--- src/rtl/psram_pwrup_pkg.sv ---
package psram_pwrup_pkg;

  // Sequencer states; order follows the required pin sequence.
  typedef enum logic [2:0] {
    ST_PWR_WAIT  = 3'd0,
    ST_LOW_HOLD  = 3'd1,
    ST_CS_RISE   = 3'd2,
    ST_HIGH_HOLD = 3'd3,
    ST_SIZE_REQ  = 3'd4,
    ST_RUN       = 3'd5
  } seq_state_t;

  // Partial-refresh size codes.
  typedef enum logic [1:0] {
    RS_16M  = 2'b00,
    RS_8M   = 2'b01,
    RS_4M   = 2'b10,
    RS_NONE = 2'b11
  } rsize_t;

  // Microseconds to clock cycles, rounded up, at least one cycle.
  function automatic longint unsigned us_to_cycles(
    input longint unsigned hz,
    input longint unsigned us
  );
    longint unsigned prod;
    longint unsigned cyc;
    prod = hz * us;
    cyc  = (prod + 64'd999_999) / 64'd1_000_000;
    if (cyc == 64'd0) cyc = 64'd1;
    return cyc;
  endfunction

endpackage

--- src/rtl/psram_pwrup_sync.sv ---
// Synchronizer chain for the asynchronous power-good input.
module psram_pwrup_sync #(
  parameter int unsigned STAGES = 2
) (
  input  logic clk,
  input  logic rst_n,
  input  logic d_async,
  output logic q_sync
);

  logic [STAGES-1:0] chain_q;

  generate
    if (STAGES == 1) begin : g_one
      always_ff @(posedge clk or negedge rst_n) begin
        if (!rst_n) chain_q <= '0;
        else        chain_q <= d_async;
      end
    end else begin : g_many
      always_ff @(posedge clk or negedge rst_n) begin
        if (!rst_n) chain_q <= '0;
        else        chain_q <= {chain_q[STAGES-2:0], d_async};
      end
    end
  endgenerate

  assign q_sync = chain_q[STAGES-1];

endmodule

--- src/rtl/psram_pwrup_timer.sv ---
// Cycles-in-state counter: cleared on restart, saturates at all ones.
module psram_pwrup_timer #(
  parameter int unsigned CNT_W = 16
) (
  input  logic             clk,
  input  logic             rst_n,
  input  logic             restart,
  output logic [CNT_W-1:0] cnt
);

  logic [CNT_W-1:0] cnt_d;
  logic             cnt_en;

  always_comb begin
    cnt_en = restart || (cnt != {CNT_W{1'b1}});
    cnt_d  = restart ? '0 : cnt + 1'b1;
  end

  always_ff @(posedge clk or negedge rst_n) begin
    if (!rst_n)      cnt <= '0;
    else if (cnt_en) cnt <= cnt_d;
  end

endmodule

--- src/rtl/psram_pwrup_fsm.sv ---
// Pin-ordering state machine.
module psram_pwrup_fsm
  import psram_pwrup_pkg::*;
#(
  parameter int unsigned CNT_W = 16
) (
  input  logic             clk,
  input  logic             rst_n,
  input  logic             pg_ok,
  input  logic             size_ack,
  input  logic [31:0]      low_lim,
  input  logic [31:0]      high_lim,
  input  logic [CNT_W-1:0] hold_cnt,
  output logic             hold_restart,
  output logic             size_capture,
  output logic             cs_n,
  output logic             mode,
  output logic             size_req,
  output logic             run
);

  seq_state_t state_q, state_d;
  logic       low_done, high_done;

  always_comb begin
    low_done  = (32'(hold_cnt) == (low_lim  - 32'd1));
    high_done = (32'(hold_cnt) == (high_lim - 32'd1));
  end

  // Next-state logic
  always_comb begin
    state_d = state_q;
    if (!pg_ok) begin
      state_d = ST_PWR_WAIT;
    end else begin
      unique case (state_q)
        ST_PWR_WAIT:  state_d = ST_LOW_HOLD;
        ST_LOW_HOLD:  if (low_done)  state_d = ST_CS_RISE;
        ST_CS_RISE:   state_d = ST_HIGH_HOLD;
        ST_HIGH_HOLD: if (high_done) state_d = ST_SIZE_REQ;
        ST_SIZE_REQ:  if (size_ack)  state_d = ST_RUN;
        ST_RUN:       state_d = ST_RUN;
        default:      state_d = ST_PWR_WAIT;
      endcase
    end
  end

  // State register
  always_ff @(posedge clk or negedge rst_n) begin
    if (!rst_n) state_q <= ST_PWR_WAIT;
    else        state_q <= state_d;
  end

  // Hold counter restarts on every state change.
  assign hold_restart = (state_d != state_q);
  assign size_capture = (state_q == ST_HIGH_HOLD) && (state_d == ST_SIZE_REQ);

  // Pin decode
  always_comb begin
    cs_n     = 1'b1;
    mode     = 1'b0;
    size_req = 1'b0;
    run      = 1'b0;
    unique case (state_q)
      ST_PWR_WAIT:  ;
      ST_LOW_HOLD:  cs_n = 1'b0;
      ST_CS_RISE:   ;
      ST_HIGH_HOLD: mode = 1'b1;
      ST_SIZE_REQ: begin
        mode     = 1'b1;
        size_req = 1'b1;
      end
      ST_RUN: begin
        mode = 1'b1;
        run  = 1'b1;
      end
      default: ;
    endcase
  end

endmodule

--- src/rtl/psram_rsize_hold.sv ---
// Holds the refresh-size code captured when the request opens.
module psram_rsize_hold
  import psram_pwrup_pkg::*;
(
  input  logic   clk,
  input  logic   rst_n,
  input  logic   capture,
  input  rsize_t sel,
  output rsize_t held
);

  always_ff @(posedge clk or negedge rst_n) begin
    if (!rst_n)       held <= RS_16M;
    else if (capture) held <= sel;
  end

endmodule

--- src/rtl/psram_pwrup_seq.sv ---
// Top: power-up sequencer for an external pseudo-static RAM.
module psram_pwrup_seq
  import psram_pwrup_pkg::*;
#(
  parameter int unsigned CLK_HZ       = 100_000_000,
  parameter int unsigned MODE_LOW_US  = 50,
  parameter int unsigned MODE_HIGH_US = 200,
  parameter int unsigned SYNC_STAGES  = 2
) (
  input  logic       clk,
  input  logic       rst_n,
  input  logic       pwr_good,
  input  logic [1:0] rsize_sel,
  input  logic       rsize_ack,
  output logic       psram_cs_n,
  output logic       psram_mode,
  output logic [1:0] rsize_out,
  output logic       mset_req,
  output logic       ready
);

  localparam int unsigned LOW_CYC  = 32'(us_to_cycles(64'(CLK_HZ), 64'(MODE_LOW_US)));
  localparam int unsigned HIGH_CYC = 32'(us_to_cycles(64'(CLK_HZ), 64'(MODE_HIGH_US)));
  localparam int unsigned MAX_CYC  = (LOW_CYC > HIGH_CYC) ? LOW_CYC : HIGH_CYC;
  localparam int unsigned CNT_W    = $clog2(MAX_CYC + 1);

  logic             pg_sync;
  logic             hold_restart;
  logic             size_capture;
  logic [CNT_W-1:0] hold_cnt;
  logic [31:0]      low_lim;
  logic [31:0]      high_lim;
  rsize_t           size_held;

  assign low_lim  = LOW_CYC;
  assign high_lim = HIGH_CYC;

  psram_pwrup_sync #(.STAGES(SYNC_STAGES)) i_sync (
    .clk     (clk),
    .rst_n   (rst_n),
    .d_async (pwr_good),
    .q_sync  (pg_sync)
  );

  psram_pwrup_timer #(.CNT_W(CNT_W)) i_timer (
    .clk     (clk),
    .rst_n   (rst_n),
    .restart (hold_restart),
    .cnt     (hold_cnt)
  );

  psram_pwrup_fsm #(.CNT_W(CNT_W)) i_fsm (
    .clk          (clk),
    .rst_n        (rst_n),
    .pg_ok        (pg_sync),
    .size_ack     (rsize_ack),
    .low_lim      (low_lim),
    .high_lim     (high_lim),
    .hold_cnt     (hold_cnt),
    .hold_restart (hold_restart),
    .size_capture (size_capture),
    .cs_n         (psram_cs_n),
    .mode         (psram_mode),
    .size_req     (mset_req),
    .run          (ready)
  );

  psram_rsize_hold i_rsize (
    .clk     (clk),
    .rst_n   (rst_n),
    .capture (size_capture),
    .sel     (rsize_t'(rsize_sel)),
    .held    (size_held)
  );

  assign rsize_out = size_held;

endmodule

--- config.mk ---
export PLATFORM = sky130hd
export DESIGN_NAME = psram_pwrup_seq
export DESIGN_NICKNAME = d
export VERILOG_FILES = /design/src/rtl/psram_pwrup_pkg.sv /design/src/rtl/psram_pwrup_sync.sv /design/src/rtl/psram_pwrup_timer.sv /design/src/rtl/psram_pwrup_fsm.sv /design/src/rtl/psram_rsize_hold.sv /design/src/rtl/psram_pwrup_seq.sv
export SDC_FILE = /design/constraint.sdc
export NUM_CORES = 1
export LEC_CHECK = 0
export ABC_CLOCK_PERIOD_IN_PS = 3300
export BUFFER_PORTS_ARGS = -buffer_cell sky130_fd_sc_hd__buf_2
export CORE_MARGIN = 2
export CORE_UTILIZATION = 50
export CTS_BUF_LIST = sky130_fd_sc_hd__clkbuf_8 sky130_fd_sc_hd__clkbuf_16
export CTS_CLUSTER_DIAMETER = 40
export DETAILED_ROUTE_END_ITERATION = 12
export GPL_TIMING_DRIVEN = 0
export PLACE_DENSITY_LB_ADDON = 0.15
export SLEW_MARGIN = 20
export SYNTH_ARGS = -nofsm -noshare
export SYNTH_HDL_FRONTEND = slang
export SYNTH_SLANG_ARGS = --single-unit
--- constraint.sdc ---
create_clock -name clk -period 3.3 [get_ports clk]
set_clock_uncertainty 0.2 [all_clocks]
set_input_delay 0.495 -clock clk [delete_from_list [all_inputs] [get_ports clk]]
set_output_delay 0.495 -clock clk [all_outputs]
set_load 0.02 [all_outputs]
; Yosys cells after proc, flatten, opt, wreduce, memory -nomap -nowiden
; Index checks and enable logic that the tools add are counted.
[totals]
ff_bits = 22
input_bits = 6
[classes]
mux = 10
n_eq_ne = 10
reduce_logical = 4
addsub = 1
[ops]
columns = operator, count
row1 = case mux 3 bit (6 select lines), 1
row2 = "adder 15 x 1 -> 15 bit, second input constant", 1
row3 = "== test 15 x 13 -> 1 bit, second input constant", 1
row4 = "== test 15 bit, second input constant", 1
row5 = 2-to-1 mux 15 bit, 1
row6 = "!= test 15 bit, second input constant", 1
row7 = 2-to-1 mux 3 bit, 4
row8 = "== test 3 bit, second input constant", 3
row9 = "== test 3 x 2 -> 1 bit, second input constant", 2
row10 = 2-to-1 mux 1 bit, 4
row11 = "== test 3 x 1 -> 1 bit, second input constant", 1
row12 = zero test 3 bit, 1
row13 = != test 3 bit, 1
row14 = OR reduction 3 bit, 1
row15 = logical AND 1 bit, 1
row16 = logical OR 1 bit, 1

; Depth between registers and ports, before layout
; Gate-level depths: netlist of the first run.
[logic_depth]
word_depth = 6
mapped_depth = 8
ltp_nobuf = 6

; By module
; A second synthesis of the first run with hierarchy kept.
[hier_totals]
hier_cells = 386
area_unflattened_um2 = 2935.3
[modules_own_cells]
columns = module, cells_each, seq_area_each_um2, n_inst, area_per_inst_um2
row1 = psram_pwrup_fsm, 294, 75.1, 1, 2011.9
row2 = psram_pwrup_timer, 84, 375.4, 1, 793.3
row3 = psram_rsize_hold, 4, 50.0, 1, 72.6
row4 = psram_pwrup_sync, 2, 50.0, 1, 50.0
row5 = psram_pwrup_seq, 2, 0.0, 1, 7.5

; Worst setup path after synthesis of the first run
; No wires, ideal clock.
[synth_timing]
path_type = register to register
start = register i_timer.cnt[0]
end = register i_rsize.held[0]
path_stages_with_launch = 8
setup_slack_ps = 1295
t_required_ps = 2975
period_less_slack_ps = 2005
path_buffers = 1
t_arrival_ps = 1680
path_cell_list = dfrtp_1 -> ha_1 -> and2_1 -> clkbuf_2 -> and3_1 -> and3_1 -> nand3_1 -> mux2_2
[synth_between]
elab_chain_len = 6
[synth_lines]
columns = item, line_no
row1 = from (decl), psram_pwrup_timer.sv:8  ; output logic [CNT_W-1:0] cnt
row2 = from (signal assigned), psram_pwrup_timer.sv:21  ; else if (cnt_en) cnt <= cnt_d;
row3 = == test 15 bit / == test 15 x 13 -> 1 bit (equally long branches), "psram_pwrup_fsm.sv:27, psram_pwrup_fsm.sv:26"
row4 = "2-to-1 mux 3 bit, on equally long branches", "psram_pwrup_fsm.sv:40, psram_pwrup_fsm.sv:38"
row5 = case mux 3 bit (6 select lines) (*), psram_pwrup_fsm.sv:36  ; unique case (state_q)
row6 = 2-to-1 mux 3 bit (*), psram_pwrup_fsm.sv:33  ; if (!pg_ok) begin
row7 = == test 3 bit (*), psram_pwrup_fsm.sv:56  ; assign size_capture = (state_q == ST_HIGH_HOLD) && (state_d == ST_SIZE_REQ);
row8 = logical AND 1 bit (*), psram_pwrup_fsm.sv:56
row9 = to (signal assigned), psram_rsize_hold.sv:14  ; else if (capture) held <= sel;
row10 = to (decl), psram_rsize_hold.sv:9  ; output rsize_t held
; Mark *: on every way between the ends. The rest lies on a longest branch, timed or not.
; A chain may end at the register's enable or synchronous reset.

; Worst setup path in the final report of the first run
[layout_timing]
start = register i_timer.cnt[0]
end = register i_timer.cnt[4]
[layout_between]
elab_chain_len = 6
[layout_lines]
columns = item, line_no
row1 = == test 15 bit / == test 15 x 13 -> 1 bit (equally long branches), "psram_pwrup_fsm.sv:27, psram_pwrup_fsm.sv:26"
row2 = "2-to-1 mux 3 bit, on equally long branches", "psram_pwrup_fsm.sv:40, psram_pwrup_fsm.sv:38"
row3 = case mux 3 bit (6 select lines), psram_pwrup_fsm.sv:36
row4 = 2-to-1 mux 3 bit, psram_pwrup_fsm.sv:33
row5 = != test 3 bit, psram_pwrup_fsm.sv:55  ; assign hold_restart = (state_d != state_q);
row6 = 2-to-1 mux 15 bit / logical OR 1 bit (equally long branches), "psram_pwrup_timer.sv:16, psram_pwrup_timer.sv:15"
; Several ways; a longest one is shown, not always the timed one.

==> results of run 1 <==
-- how the worst min path moves through the flow --
| stage | endpoint | slack, ns | cells after the start |
|---|---|---|---|
| 2_1_floorplan | i_fsm.state_q[0] | -0.0006 | 0 |
| 3_3_place_gp | i_sync.chain_q[1] | 0.14 | 0 |
| 3_5_place_dp | i_sync.chain_q[1] | 0.14 | 0 |
| 4_1_cts | i_sync.chain_q[0] | 0.14 | 1 |
| 5_1_grt | i_sync.chain_q[0] | 0.13 | 1 |
| 6_report | i_sync.chain_q[0] | 0.14 | 1 |
-- flip-flops by register name, summed over array words and instances (netlist names) --
| name | cells |
|---|---|
| i_fsm.state_q | 3 |
| i_sync.chain_q | 2 |
| i_rsize.held | 2 |
| i_timer.cnt | 15 |
-- cell usage in the layout, fill, tap and decap left out, types with 4 or more instances in the layout --
| cell | count |
|---|---|
| and2_1 | 4 |
| nand3_1 | 4 |
| nand2_1 | 9 |
| nand4_1 | 6 |
| a21oi_1 | 4 |
| nor2b_1 | 4 |
| nor2_1 | 5 |
| xor2_1 | 9 |
| dfrtp_1 | 22 |
| and3_1 | 7 |
| nor3_1 | 14 |
| buf_2 | 12 |
| o21ai_0 | 4 |
-- layer usage --
metal  GRT usage  up-vias  share of wire
li1            -      493              -
met5           0        -              0
met2      0.3519       30           0.45
met4     0.07265        0          0.014
met3     0.05833        6          0.046
met1      0.2855      488           0.49
-- kinds of logic (layout without fill, tap and decap cells) --
group,after synthesis,in the layout,share of synthesized area
AO/OA/AOI/OAI,18,18,0.1147
XOR/XNOR,9,9,0.06396
adder cells (fa/ha/maj),1,1,0.01015
buffers and inverters,7,23,0.03552
flip-flops,22,22,0.4467
multiplexers,5,5,0.04365
AND/OR/NAND/NOR,63,63,0.2853
-- power by group through the flow --
stage	logic [mW]	clock network (mW)	registers, mW
floorplan	0.0191	0	0.287
global placement	0.0333	0	0.286
detailed placement	0.0347	0	0.286
CTS	0.0357	0.255	0.281
global route	0.0394	0.273	0.283
finish	0.0349	0.249	0.281
-- metrics by stage --
stage	setup slack [ns]	instance area, um^2
finish	1.053	1404
global route	0.8786	1404
CTS	1.053	1404
detailed placement	1.069	1323
global placement	1.135	1323
floorplan	1.295	1232
-- what timing repair did --
item                       4_1_cts  5_1_grt
setup endpoints to repair        0        0
hold buffers                     1        0
hold endpoints to repair        22        0
-- worst max-delay path, stage by stage (launching register included) --
cell	delay (ns)
dfrtp_1	0.38
ha_1	0.17
and2_1	0.12
clkbuf_2	0.18
and3_1	0.23
nand3_2	0.14
a21oi_2	0.32
buf_2	0.31
nor3_1	0.09
-- cell type report --
cell class              count  share of cell area
clock inverters             1             0.02139
inverters                   2            0.005348
repair buffers             12             0.04635
plain buffers               5             0.02585
multi-input cells          96              0.4545
clock buffers               3             0.02941
flip-flops and latches     22              0.3922
well taps                  28             0.02496
==> summary.txt, run 1 <==
Pwr
  • Internal power: 0.4524 mW
  • Sw Ratio: 0.2000
  • NetSw: 0.1131 mW
  • Static leakage: 0.6148 nW
  • P per Cell Area: 402.8 mW/mm^2
  • Comb pwr share: 0.062
  • Peak VDD IR: 0.4469 mV
  • Clock power frac: 0.441
  • Reg power frac: 0.498
  • Final Total Pwr: 0.5655 mW

Setup path
  • Reg2reg end: i_timer.cnt[4]
  • Reg2reg start: i_timer.cnt[0]
  • Reg2reg path depth: 8
  • End point of the critical path: i_timer.cnt[4]
  • Crit. End Element: flop
  • Flop2flop setup slack: 1.05 ns
  • CP required: 3.24 ns
  • Crit-path max FO: 10
  • Critical Path Source: i_timer.cnt[0]
  • Critical Path Start Type: flop
  • Critical Path AT: 2.19 ns
  • Setup CP Type: reg2reg

GRT
  • GRT Total Usage: 0.2187
  • Grt ovf: 0
  • Vias in the first global route: 1,066
  • First-pass GRT wire length: 4.588 mm
  • Largest net degree at the start of global routing: 23
  • Initial antenna violation count: 0

Clock tree
  • Num CTS Buffers: 3
  • H-tree level count: 1
  • Clock-pin slew on the worst setup and hold paths: 0.07 ns
  • CTS tree: yes
  • CTS max path bufs: 2
  • Post-CTS sizing: 0
  • Post-CTS Setup Bufs: 0
  • CTS sink count: 22
  • Root Buffer: clkbuf_8
  • Worst skew pair latency: 0.26 ns

Yosys
  • Sequential element share of the synthesized area: 0.4467
  • Synth top area cells: dfrtp_1 (45%), xor2_1 (6.4%), nor3_1 (5.7%)
  • Synth Warn #: 0
  • Async SR Flop Fraction: 1.000
  • Avg Cell Area, Syn: 9.859 um^2
  • Syn Inst Count: 125
  • Synth cell count leaders: dfrtp_1 (22), nor3_1 (14), nand2_1 (9), xor2_1 (9), and3_1 (7)
  • Post-synth EDFFs: 0
  • Synth Register Bits: 22
  • Post-Syn Area: 0.001232 mm^2
  • Dominant cell type by area after synthesis: dfrtp_1
  • Top cell type's share of synthesized area: 0.4467
  • Most common cell in the netlist: dfrtp_1
  • Mapped Nets: 132
  • Predominant post-synthesis flop cell: dfrtp_1
  • Distinct cell type count after synthesis: 36

Floorplan
  • Row count: 17
  • Core area: 0.002276 mm^2
  • IO Pins: 12
  • Die ar.: 0.002878 mm^2
  • Vert. Die Dim: 53.65 um
  • Starting Density: 0.5415
  • Die W: 53.65 um

Timing
  • Fin Hold WS: 0.1406 ns
  • Rel. slew slack: 0.6924
  • Final Hold Violating Endpoints: 0
  • RSZ-0062 raised after global routing: false
  • Final Cycle Share: 0.6810
  • Setup-failing EPs final: 0
  • F_max: 445.0 MHz
  • Setup TNS: 0 ns
  • Final min period: 2.247 ns
  • Max Slew Vio Count: 0
  • Tightest Pin Transition: 0.4614 ns

Layout
  • Multi-input logic area: 638.1 um^2
  • Final core utilization: 0.6168
  • Layout Nets: 149
  • Share of layout cells above drive strength 1: 0.1773
  • P&R area growth vs syn: 13.91%
  • Final Non-Filler Cells: 169
  • Fill count: 188
  • N_diodes: 0
  • Register area: 550.5 um^2

Placement
  • HPWL Detailed: 1.860 mm
  • Placer's final routability congestion estimate: 0.8471
  • Total placed cells including tap cells: 164
  • I/O Buffers: 11

Run
  • Max cap viols: 0

Drt
  • Final WL: 2.577 mm
  • Final ANT Viol Nets: 0
  • DRC: 0
  • Vias per cell: 6.018
  • Routed len/inst: 15.25 um
  • Vias post-DR: 1,017
  • Pre-Repair DR Iteration Count: 4
  • DRT iter0 DRCs: 37

Run status
  • Status: complete, no violations

Hold path
  • Min-delay worst type: in2reg
  • Hold Startpoint: pwr_good
(Power assumes the default switching activity.)
==> inputs of run 2 (changes only) <==
Settings changed: ABC_CLOCK_PERIOD_IN_PS 3300 to 2100.
Clock period 3.3 ns to 2.1 ns, I/O delays scaled along.
==> run 2 against run 1 <==
Global-route usage is 0.95 points higher. Sequential share of layout area is 4.4 points lower. Worst setup slack got worse by 1.0 ns. Largest power group unchanged. Cell count increased by 5.9%. Power increased by 61%. Sequential power grew 57%. Maximum frequency increased by 7.8%.
==> summary.txt, run 2 (same netlist as run 1, synthesis figures left out) <==
Setup path
  • CP required: 2.04 ns (-1.20 ns)
  • Critical Path Source: i_timer.cnt[5]
  • Crit-path max FO: 7 (-3)
  • Setup CP Type: reg2reg
  • Crit-path max cell delay: 0.43 ns (+0.05 ns)
  • Flop2flop setup slack: 0.02 ns (-1.04 ns)
  • Crit-path slowest cell: dfrtp_1
  • Reg2reg end: i_timer.cnt[1]
  • Critical Path AT: 2.03 ns (-0.16 ns)
  • Critical Path Start Type: flop
  • Critical Path, Cell by Cell: nor3_1, and3_4, nand3_4, a32oi_4, buf_6, nor3_1
  • Reg2reg path depth: 6 (-2)
  • CP dominant cell by count: nor3_1
  • Crit. End Element: flop
  • Reg2reg start: i_timer.cnt[5]

Layout
  • P&R area growth vs syn: 28.43%
  • Final core utilization: 0.6954 (+0.07861)
  • Max FFs per register: 15 (unchanged)
  • Share of layout cells above drive strength 1: 0.3179 (+0.1406)
  • N_diodes: 0 (unchanged)
  • Commonest non-fill, non-tap cell in the layout: dfrtp_1
  • Fill count: 153 (-19%)
  • Layout Nets: 159 (+6.7%)
  • Largest reg by FF count: i_timer.cnt
  • Commonest non-fill, non-tap cells in the layout: dfrtp_1 (21), buf_2 (11), nor3_1 (9), buf_4 (9), xor2_1 (9)
  • Largest regs: i_timer.cnt: 15 flops, i_fsm.state_q: 3 flops

Clock tree
  • CTS max path bufs: 2 (unchanged)
  • Num CTS Buffers: 3 (unchanged)
  • Clock-pin slew on the worst setup and hold paths: 0.07 ns (about the same)
  • Root Buffer: clkbuf_8
  • CTS sink count: 22 (unchanged)
  • H-tree level count: 1 (unchanged)
  • Worst skew pair latency: 0.27 ns (about the same)
  • CTS tree: yes

Floorplan
  • IO Pins: 12 (unchanged)
  • Die ar.: 0.002878 mm^2 (unchanged)
  • Row count: 17 (unchanged)
  • Vert. Die Dim: 53.65 um (unchanged)
  • Core area: 0.002276 mm^2 (unchanged)
  • Starting Density: 0.5415 (unchanged)
  • Die W: 53.65 um (unchanged)

Drt
  • Pre-Repair DR Iteration Count: 4 (unchanged)
  • DRC: 0 (unchanged)
  • Final ANT Viol Nets: 0 (unchanged)
  • Final WL: 2.933 mm (+14%)
  • Routed len/inst: 16.39 um (+7.5%)
  • Vias per cell: 6.145 (+2.1%)
  • Vias post-DR: 1,100 (+8.2%)
  • DRT iter0 DRCs: 34 (-8.1%)

Pwr
  • NetSw: 0.1874 mW (+66%)
  • Comb pwr share: 0.085 (+0.023)
  • Final Total Pwr: 0.9124 mW (+61%)
  • Clock power frac: 0.431 (-0.010)
  • P per Cell Area: 576.4 mW/mm^2 (+43%)
  • Reg power frac: 0.484 (-0.014)
  • Peak VDD IR: 0.6928 mV (+55%)
  • Internal power: 0.7250 mW (+60%)
  • Sw Ratio: 0.2054 (+0.005395)
  • Static leakage: 0.6887 nW (+12%)

Timing
  • Tightest Pin Transition: 0.4659 ns (+0.004548 ns)
  • Final Cycle Share: 0.9925 (+0.3115)
  • Max Slew Vio Count: 0 (unchanged)
  • Final Hold Violating Endpoints: 0 (unchanged)
  • Setup TNS: 0 ns (unchanged)
  • F_max: 479.8 MHz (+7.8%)
  • Final min period: 2.084 ns (-0.1631 ns)
  • Setup-failing EPs final: 0 (unchanged)
  • Rel. slew slack: 0.6894 (-0.003032)

Placement
  • Placer's final routability congestion estimate: 0.8471 (unchanged)
  • HPWL Detailed: 1.860 mm (unchanged)
  • I/O Buffers: 11 (unchanged)

Hold path
  • Min-delay worst type: in2reg
  • Hold Path Sink: i_rsize.held[1]
  • Hold Startpoint: rsize_sel[1]
  • Hold Path Stages: 2 (+1)

GRT
  • Vias in the first global route: 1,059 (-0.66%)
  • First-pass GRT wire length: 4.747 mm (+3.5%)
  • Grt ovf: 0 (unchanged)
  • Largest net degree at the start of global routing: 23 (unchanged)
  • Initial antenna violation count: 0 (unchanged)
  • GRT Total Usage: 0.2281 (+0.009456)

Run
  • Max cap viols: 0 (unchanged)

Run status
  • Status: complete, no violations
## run 2: per-stage QoR
stage          hold WS, ns  area, um^2  setup slack [ns]  std cells
2_1_floorplan      -0.1806        1232           0.09544        125
3_3_place_gp       0.09754        1323          -0.06528        164
3_5_place_dp       0.09483        1323           -0.1314        164
4_1_cts            0.08151        1476         -0.008110        172
5_1_grt            0.07622        1583          -0.01231        179
6_report           0.08649        1583           0.01577        179
## run 2: power by group through the flow
stage / logic (mW) / registers [mW] / clock network (mW)
final: 0.0778 / 0.441 / 0.393
after CTS: 0.0625 / 0.442 / 0.400
after detailed placement: 0.0545 / 0.450 / 0
after global routing: 0.0857 / 0.443 / 0.429
after floorplan: 0.0300 / 0.451 / 0
after global placement: 0.0523 / 0.450 / 0
## run 2: area by class of cell
type	instances	area, um^2	area share
sequential	22	551.8	0.3486
tap	28	35.03	0.02213
clock inverter	1	30.03	0.01897
multi-input combinational	96	725.7	0.4585
timing repair buffer	22	146.4	0.09249
inverter	2	7.507	0.004743
buffer	5	45.04	0.02846
clock buffer	3	41.29	0.02609
## run 2: how the worst max path moves through the flow
| stage | endpoint | slack (ns) | depth (start not counted) |
|---|---|---|---|
| 6_report | i_timer.cnt[1] | 0.02 | 6 |
| 5_1_grt | i_timer.cnt[1] | -0.01 | 6 |
| 4_1_cts | i_timer.cnt[14] | -0.008 | 8 |
| 3_5_place_dp | i_timer.cnt[14] | -0.13 | 8 |
| 3_3_place_gp | i_timer.cnt[4] | -0.07 | 8 |
| 2_1_floorplan | i_rsize.held[0] | 0.1 | 7 |
## run 2: per-layer routing
metal  track usage  up-vias  part of all wire
met5             0        -                 0
met4       0.06410        0             0.014
met3       0.05278        7             0.055
met2        0.3560       36              0.47
met1        0.3174      547              0.46
li1              -      510                 -
## run 2: timing repair
| action | in CTS | in global routing |
|---|---|---|
| pin swaps | 2 | 3 |
| setup buffers | 1 | 7 |
| gates resized for setup | 11 | 13 |
| hold endpoints to repair | 23 | 0 |
| hold buffers | 2 | 0 |
| cloned | 1 | 0 |
| endpoints found under the setup margin | 14 | 14 |
## run 2: critical path: cells and delay by family (launching register included)
kind	cells	cell delay, ns
DFF	1	0.43
and+or+nand+nor	4	0.81
AOI/OAI and AO/OA	1	0.34
buffers and inverters	1	0.19
